$ cat config.mk
export PLATFORM = sky130hd
export DESIGN_NAME = xbar_switch
export DESIGN_NICKNAME = d
export VERILOG_FILES = /design/src/rtl/xbar_pkg.sv /design/src/rtl/xbar_ctrl.sv /design/src/rtl/xbar_cfg_rows.sv /design/src/rtl/xbar_out_mux.sv /design/src/rtl/xbar_switch.sv
export SDC_FILE = /design/constraint.sdc
export NUM_CORES = 1
export LEC_CHECK = 0
export BUFFER_PORTS_ARGS = -buffer_cell sky130_fd_sc_hd__buf_4
export CORE_MARGIN = 2
export CORE_UTILIZATION = 40
export DETAILED_ROUTE_END_ITERATION = 6
export GPL_ROUTABILITY_DRIVEN = 0
export HOLD_SLACK_MARGIN = 0.05
export PLACE_DENSITY = 0.62
export SLEW_MARGIN = 10
export SYNTH_ARGS = -nofsm -noshare
export SYNTH_HDL_FRONTEND = slang
export SYNTH_SLANG_ARGS = --single-unit
$ cat constraint.sdc
create_clock -name clk -period 2.23 [get_ports clk]
set_input_delay 0.5575 -clock clk [delete_from_list [all_inputs] [get_ports clk]]
set_output_delay 0.5575 -clock clk [all_outputs]
set_load 0.03 [all_outputs]
$ cat src/rtl/xbar_pkg.sv
package xbar_pkg;
  typedef enum logic [1:0] {
    GR_NONE  = 2'd0,
    GR_BCAST = 2'd1,
    GR_OFF   = 2'd2
  } glob_rst_e;
endpackage

$ cat src/rtl/xbar_ctrl.sv
module xbar_ctrl
  import xbar_pkg::*;
(
  input  logic      rst,
  input  logic      cs,
  input  logic      wr,
  input  logic      cfg_apply,
  input  logic      bcast_rst,
  input  logic      tri_rst,
  output glob_rst_e grst,
  output logic      wr_ok,
  output logic      apply_ok
);
  always_comb begin
    if (rst || tri_rst)  grst = GR_OFF;
    else if (bcast_rst)  grst = GR_BCAST;
    else                 grst = GR_NONE;
    wr_ok    = (grst == GR_NONE) && cs && wr;
    apply_ok = (grst == GR_NONE) && cfg_apply;
  end
endmodule

$ cat src/rtl/xbar_cfg_rows.sv
module xbar_cfg_rows
  import xbar_pkg::*;
#(
  parameter int N_IN  = 8,
  parameter int N_OUT = 8,
  localparam int SW   = (N_IN  > 1) ? $clog2(N_IN)  : 1,
  localparam int OW   = (N_OUT > 1) ? $clog2(N_OUT) : 1
) (
  input  logic                  clk,
  input  glob_rst_e             grst,
  input  logic                  wr_ok,
  input  logic                  apply_ok,
  input  logic [OW-1:0]         w_out,
  input  logic [SW-1:0]         w_sel,
  input  logic                  w_dis,
  output logic [N_OUT*SW-1:0]   act_sel,
  output logic [N_OUT-1:0]      act_dis
);
  logic [SW-1:0] sh_sel [N_OUT];
  logic          sh_dis [N_OUT];
  logic [SW-1:0] ac_sel [N_OUT];
  logic          ac_dis [N_OUT];

  always_ff @(posedge clk) begin
    for (int o = 0; o < N_OUT; o++) begin
      if (grst != GR_NONE) begin
        sh_sel[o] <= '0;
        ac_sel[o] <= '0;
        sh_dis[o] <= (grst == GR_OFF);
        ac_dis[o] <= (grst == GR_OFF);
      end else begin
        if (apply_ok) begin
          ac_sel[o] <= sh_sel[o];
          ac_dis[o] <= sh_dis[o];
        end
        if (wr_ok && (w_out == OW'(o))) begin
          sh_sel[o] <= w_sel;
          sh_dis[o] <= w_dis;
        end
      end
    end
  end

  genvar g;
  generate
    for (g = 0; g < N_OUT; g++) begin : g_flat
      assign act_sel[g*SW +: SW] = ac_sel[g];
      assign act_dis[g]          = ac_dis[g];
    end
  endgenerate
endmodule

$ cat src/rtl/xbar_out_mux.sv
module xbar_out_mux #(
  parameter int N_IN   = 8,
  parameter int LANE_W = 1,
  localparam int SW    = (N_IN > 1) ? $clog2(N_IN) : 1
) (
  input  logic [N_IN*LANE_W-1:0] din,
  input  logic [SW-1:0]          sel,
  input  logic                   off,
  output logic [LANE_W-1:0]      q,
  output logic                   en
);
  always_comb begin
    q = '0;
    for (int i = 0; i < N_IN; i++)
      if (!off && (sel == SW'(i))) q = din[i*LANE_W +: LANE_W];
    en = !off;
  end
endmodule

$ cat src/rtl/xbar_switch.sv
module xbar_switch
  import xbar_pkg::*;
#(
  parameter int N_IN   = 8,
  parameter int N_OUT  = 8,
  parameter int LANE_W = 1,
  localparam int SW    = (N_IN  > 1) ? $clog2(N_IN)  : 1,
  localparam int OW    = (N_OUT > 1) ? $clog2(N_OUT) : 1
) (
  input  logic                    clk,
  input  logic                    rst,
  input  logic                    cs,
  input  logic                    wr,
  input  logic [SW-1:0]           in_addr,
  input  logic [OW-1:0]           out_addr,
  input  logic                    dis,
  input  logic                    cfg_apply,
  input  logic                    bcast_rst,
  input  logic                    tri_rst,
  input  logic [N_IN*LANE_W-1:0]  din,
  output logic [N_OUT*LANE_W-1:0] dout,
  output logic [N_OUT-1:0]        dout_en
);
  glob_rst_e           grst;
  logic                wr_ok, apply_ok;
  logic [N_OUT*SW-1:0] act_sel;
  logic [N_OUT-1:0]    act_dis;

  xbar_ctrl u_ctrl (
    .rst(rst), .cs(cs), .wr(wr), .cfg_apply(cfg_apply),
    .bcast_rst(bcast_rst), .tri_rst(tri_rst),
    .grst(grst), .wr_ok(wr_ok), .apply_ok(apply_ok)
  );

  xbar_cfg_rows #(.N_IN(N_IN), .N_OUT(N_OUT)) u_rows (
    .clk(clk), .grst(grst), .wr_ok(wr_ok), .apply_ok(apply_ok),
    .w_out(out_addr), .w_sel(in_addr), .w_dis(dis),
    .act_sel(act_sel), .act_dis(act_dis)
  );

  genvar g;
  generate
    for (g = 0; g < N_OUT; g++) begin : g_out
      xbar_out_mux #(.N_IN(N_IN), .LANE_W(LANE_W)) u_mux (
        .din(din), .sel(act_sel[g*SW +: SW]), .off(act_dis[g]),
        .q(dout[g*LANE_W +: LANE_W]), .en(dout_en[g])
      );
    end
  endgenerate
endmodule

== Yosys cells after proc, flatten, opt, wreduce, memory -nomap -nowiden ==
Memory sizes are Yosys's and may differ from the RTL's.
Index checks and enable logic that the tools add are counted.

* Register bits: 0
* Word-level logic and storage cells: 322
* Memory bits (writable): 64
* Input bits: 22
* ROM bits: 0
* Output and inout bits: 16
* Memories: 4
* Bits in latches: 0

* $mul: 0
* Reductions and logical operators: 95
* Muxes and demuxes: 127
* Bitwise logic cells: 32
* Eq/ne operators: 64
* Shifts and indexed selects: 0
* Divide/modulo/power cells: 0
* $lt $le $gt $ge: 0
* Add/sub/neg operators: 0

{| class="wikitable"
|+ Memories
! memory !! words !! bits a word !! rd ports !! clocked after Yosys merged registers in !! write ports !! line !! source
|-
| u_rows.ac_sel || 8 || 3 || 8 || 0 || 8 || xbar_cfg_rows.sv:21 || <nowiki>logic [SW-1:0] ac_sel [N_OUT];</nowiki>
|-
| u_rows.sh_sel || 8 || 3 || 8 || 0 || 8 || xbar_cfg_rows.sv:19 || <nowiki>logic [SW-1:0] sh_sel [N_OUT];</nowiki>
|-
| u_rows.ac_dis || 8 || 1 || 8 || 0 || 8 || xbar_cfg_rows.sv:22 || <nowiki>logic ac_dis [N_OUT];</nowiki>
|-
| u_rows.sh_dis || 8 || 1 || 8 || 0 || 8 || xbar_cfg_rows.sv:20 || <nowiki>logic sh_dis [N_OUT];</nowiki>
|}

{| class="wikitable"
|+ Operators with widths
! operator !! count
|-
| $mux W1 || 110
|-
| $eq A3 B3 Y1 const B || 36
|-
| $logic_and A1 B1 Y1 || 75
|-
| $eq A3 B2 Y1 const B || 18
|-
| $mux W3 || 16
|-
| $or A1 B1 Y1 || 32
|-
| $eq A3 B1 Y1 const B || 9
|-
| $logic_not A3 Y1 || 9
|-
| $logic_not A1 Y1 || 8
|-
| $eq A2 B2 Y1 const B || 1
|-
| $logic_not A2 Y1 || 1
|-
| $mux W2 || 1
|-
| $reduce_bool A2 Y1 || 1
|-
| $logic_or A1 B1 Y1 || 1
|}

== Depth between registers and ports, before layout ==
An unclocked memory read counts as a cell.

* Depth after elaboration: 11
* Depth in mapped cells: 5
* Mapped depth without buffers: 3

== Cells and area by module ==
Synthesis repeated with hierarchy kept, for this count alone.

* Cells, all modules: 237
* Area, all modules: 3260.6 um2

{| class="wikitable"
|+ Modules (own cells, without submodules)
! module !! cells each !! times used !! area an instance (um2) !! sequential area each (um2)
|-
| xbar_cfg_rows || 167 || 1 || 2617.5 || 1921.8
|-
| xbar_out_mux || 8 || 8 || 75.1 || 0.0
|-
| xbar_ctrl || 6 || 1 || 42.5 || 0.0
|}

== Worst setup path before layout ==
Ideal clock, no wire load.

* Kind: input-to-reg
* From: input bcast_rst
* To: memory u_rows.ac_dis[0][0], enable pin
* Slack: -0.171 ns
* Library setup time: 0.486 ns
* Buffers on the path: 1
* Stages on the path: 3
* Arrival: 1.915 ns
* Data required time: 1.744 ns
* Path through: clkbuf_1 -> nor3_1 -> nand2b_1

{| class="wikitable"
|+ RTL lines
! item !! line !! source
|-
| start: declaration || xbar_switch.sv:18 || <nowiki>input logic bcast_rst,</nowiki>
|-
| end: declaration || xbar_cfg_rows.sv:22 ||
|}

==> run_results.csv <==
group,metric,value,unit
critical_path,rr_startpoint,"u_rows.sh_sel[0][8]",
die,ios,38,
die,die_y,94.0,µm
routing,final_antenna_net_count,0,
routing,dr_wl_met3,314,µm
pwr,power_frac_comb,9.9,%
die,dieArea,8840,µm²
pwr,irDropWorstVdd,0.272,mV
routing,wl_per_cell,15.5,µm
critical_path,slowest_delay,0.44,ns
status,outcome,"finished clean",
sta,rsz0062_at_grt,"yes",
die,placementRows,32,
global_route,track_usage,15.1,%
yosys,synth_fp_nets,280,
clocking,clockBufferDepth,2,
clocking,clk_pin_slew,0.07,ns
final_layout,final_common_cell,"edfxtp_1",
routing,first_pass_iters,4,
sta,finClkSkew,0.00486,ns
final_layout,mostFrequentLayoutCells,"edfxtp_1, buf_4, and2_1",
pwr,swShare,22.3,%
routing,via_per_inst,5.00,
die,core_area,7810,µm²
routing,wirelength,6200,µm
final_layout,diodes,0,
final_layout,drive_above_1_share,28.1,%
pwr,seq_power_share,54.6,%
final_layout,final_util,48.5,%
sta,timing.slew.headroom,59.8,%
routing,drcViolationCount,0,
sta,setup_viol,0,
pwr,power_density,673,nW/µm²
global_route,gr-total-overflow,0,
critical_path,crit_slowest_cell,"edfxtp_1",
clocking,hold_buffers,0,
yosys,syn_area_per_cell,12.6,µm²
routing,met2_length,2880,µm
sta,hold_viol_final,0,
critical_path,required,1.67,ns
critical_path,worstPathMaxFanout,3,
pwr,finalPower,2550,µW
global_route,antenna_found_initial,0,
sta,max_freq,460,MHz
worst_hold_path,hp-class,"register to register",
clocking,cts_buffers,9,
sta,finalMaxSlewViolations,0,
pwr,switchingPower,569,µW
clocking,htreeDepth,3,
yosys,synth_seq_cells,64,
sta,period_minus_slack,2.18,ns
routing,drt_iter0_markers,93,
final_layout,synthToLayoutAreaGrowth,16.9,%
sta,holdWs,0.519,ns
pwr,pwr-share-clk,35.5,%
yosys,synthCells,258,
clocking,cts_tree,"yes",
critical_path,crit_path_end_kind,"output pin",
critical_path,cpLargestDelayFamily,"flip-flops",
yosys,syn_area,3240,µm²
pwr,leakagePower,0.00148,µW
routing,routed.top_layer,"met4",
yosys,ys_seq_area_share,59.3,%
critical_path,crit_chain,"mux4_2 -> nor2_1 -> a311oi_1 -> buf_4",
placement,hpwl,4460,µm
routing,vias,2004,
clocking,clk_latency,0.33,ns
worst_hold_path,hp-start,"u_rows.sh_sel[0][11]",
routing,wl_met1,2940,µm
sta,worstMarginPinSlew,0.598,ns
critical_path,critPathArrivalTime,1.62,ns
clocking,clockRootBuffer,"clkbuf_8",
critical_path,critPathBufInv,1,
critical_path,crit_start,"u_rows.ac_sel[1][4]",
global_route,grt_pass1_wl,9960,µm
die,die_w,94.0,µm
sta,finalCritPeriodShare,97.5,%
global_route,grt_pass1_vias,1973,
global_route,grt_max_degree,33,
critical_path,worstSetupPathType,"register to output pin",
final_layout,fill_cells,704,
pwr,intPower,1980,µW
placement,portBuffers,37,
run,drv_cap,0,
final_layout,fin_nets,317,
die,start_util,41.5,%
yosys,ys_warn_count,0,
critical_path,startpoint_type,"register",
clocking,cts_sinks,64,
yosys,yosysUniqueCellTypes,24,
## per-stage QoR
step / worst slack [ns] / setup TNS (ns) / area, µm² / std cells
finish: 0.0547 / 0 / 3790 / 401
global route: -0.0518 / -0.0651 / 3790 / 401
CTS: 0.0129 / 0 / 3770 / 399
detailed placement: 0.144 / 0 / 3590 / 384
global placement: 0.139 / 0 / 3590 / 384
floorplan: 0.106 / 0 / 3250 / 258
## worst paths after layout
path | to | slack (ns) | cells past startpoint
max | dout[5] | 0.05 | 4
min | u_rows.ac_sel[0][11] | 0.52 | 1
max reg2reg | u_rows.ac_sel[0][8] | 1.47 | 1
min reg2reg | u_rows.ac_sel[0][11] | 0.52 | 1
## final cells by class
| class | instances | area (µm²) | share of cell area, % |
|---|---|---|---|
| multi-input combinational | 151 | 1110 | 29.3 |
| clock inverter | 5 | 48.8 | 1.29 |
| tap | 102 | 128 | 3.37 |
| clock buffer | 10 | 128 | 3.37 |
| timing repair buffer | 52 | 390 | 10.3 |
| sequential | 64 | 1920 | 50.7 |
| inverter | 17 | 63.8 | 1.68 |
## power by group through the flow
stage,Combinational (µW),Sequential [µW],Clock (µW)
2_1_floorplan,158,1410,0
3_3_place_gp,246,1420,0
5_1_grt,272,1400,975
4_1_cts,251,1390,920
3_5_place_dp,251,1420,0
6_report,251,1390,906
## sequential cells by signal (all words and copies together), names as in the netlist
register / flops
u_rows.sh_dis: 8
u_rows.ac_dis: 8
u_rows.sh_sel: 24
u_rows.ac_sel: 24
## metal layers
metal	vias up	global-route usage, %
met5	-	0
met4	0	6.52
met3	6	3.37
met2	58	22.7
met1	936	21.1
li1	1004	-
## synthesized netlist by cell type
| cell | n | share of area (%) |
|---|---|---|
| a311oi_1 | 8 | 2.2 |
| and2_1 | 42 | 8.1 |
| and3_1 | 6 | 1.2 |
| buf_2 | 2 | 0.31 |
| buf_4 | 16 | 3.7 |
| clkbuf_1 | 6 | 0.69 |
| clkbuf_2 | 2 | 0.31 |
| edfxtp_1 | 64 | 59 |
| inv_1 | 17 | 2.0 |
| mux2_2 | 8 | 2.8 |
| mux2i_1 | 8 | 2.5 |
| mux4_2 | 8 | 5.6 |
| nand2_1 | 18 | 2.1 |
| nand2b_1 | 3 | 0.58 |
| nand3_1 | 1 | 0.15 |
| nand3b_1 | 2 | 0.46 |
| nand4bb_1 | 1 | 0.35 |
| nor2_1 | 10 | 1.2 |
| nor3_1 | 3 | 0.46 |
| nor4_1 | 6 | 1.2 |
| nor4b_1 | 1 | 0.27 |
| o21ai_0 | 14 | 2.2 |
| o31ai_1 | 10 | 2.3 |
| or3_1 | 2 | 0.39 |
## kinds of logic (layout without fill, tap and decap cells)
group | after synthesis | count (layout) | share of synthesized area (%)
simple gates | 95 | 95 | 16.3
flops | 64 | 64 | 59.3
buf+inv | 43 | 84 | 6.98
compound gates | 32 | 32 | 6.64
mux | 24 | 24 | 10.8
## timing repair
action                                  4_1_cts  5_1_grt
buffers inserted                              0        2
endpoints found under the setup margin        0        4
resized for setup                             0        1
(Power assumes the default switching activity.)
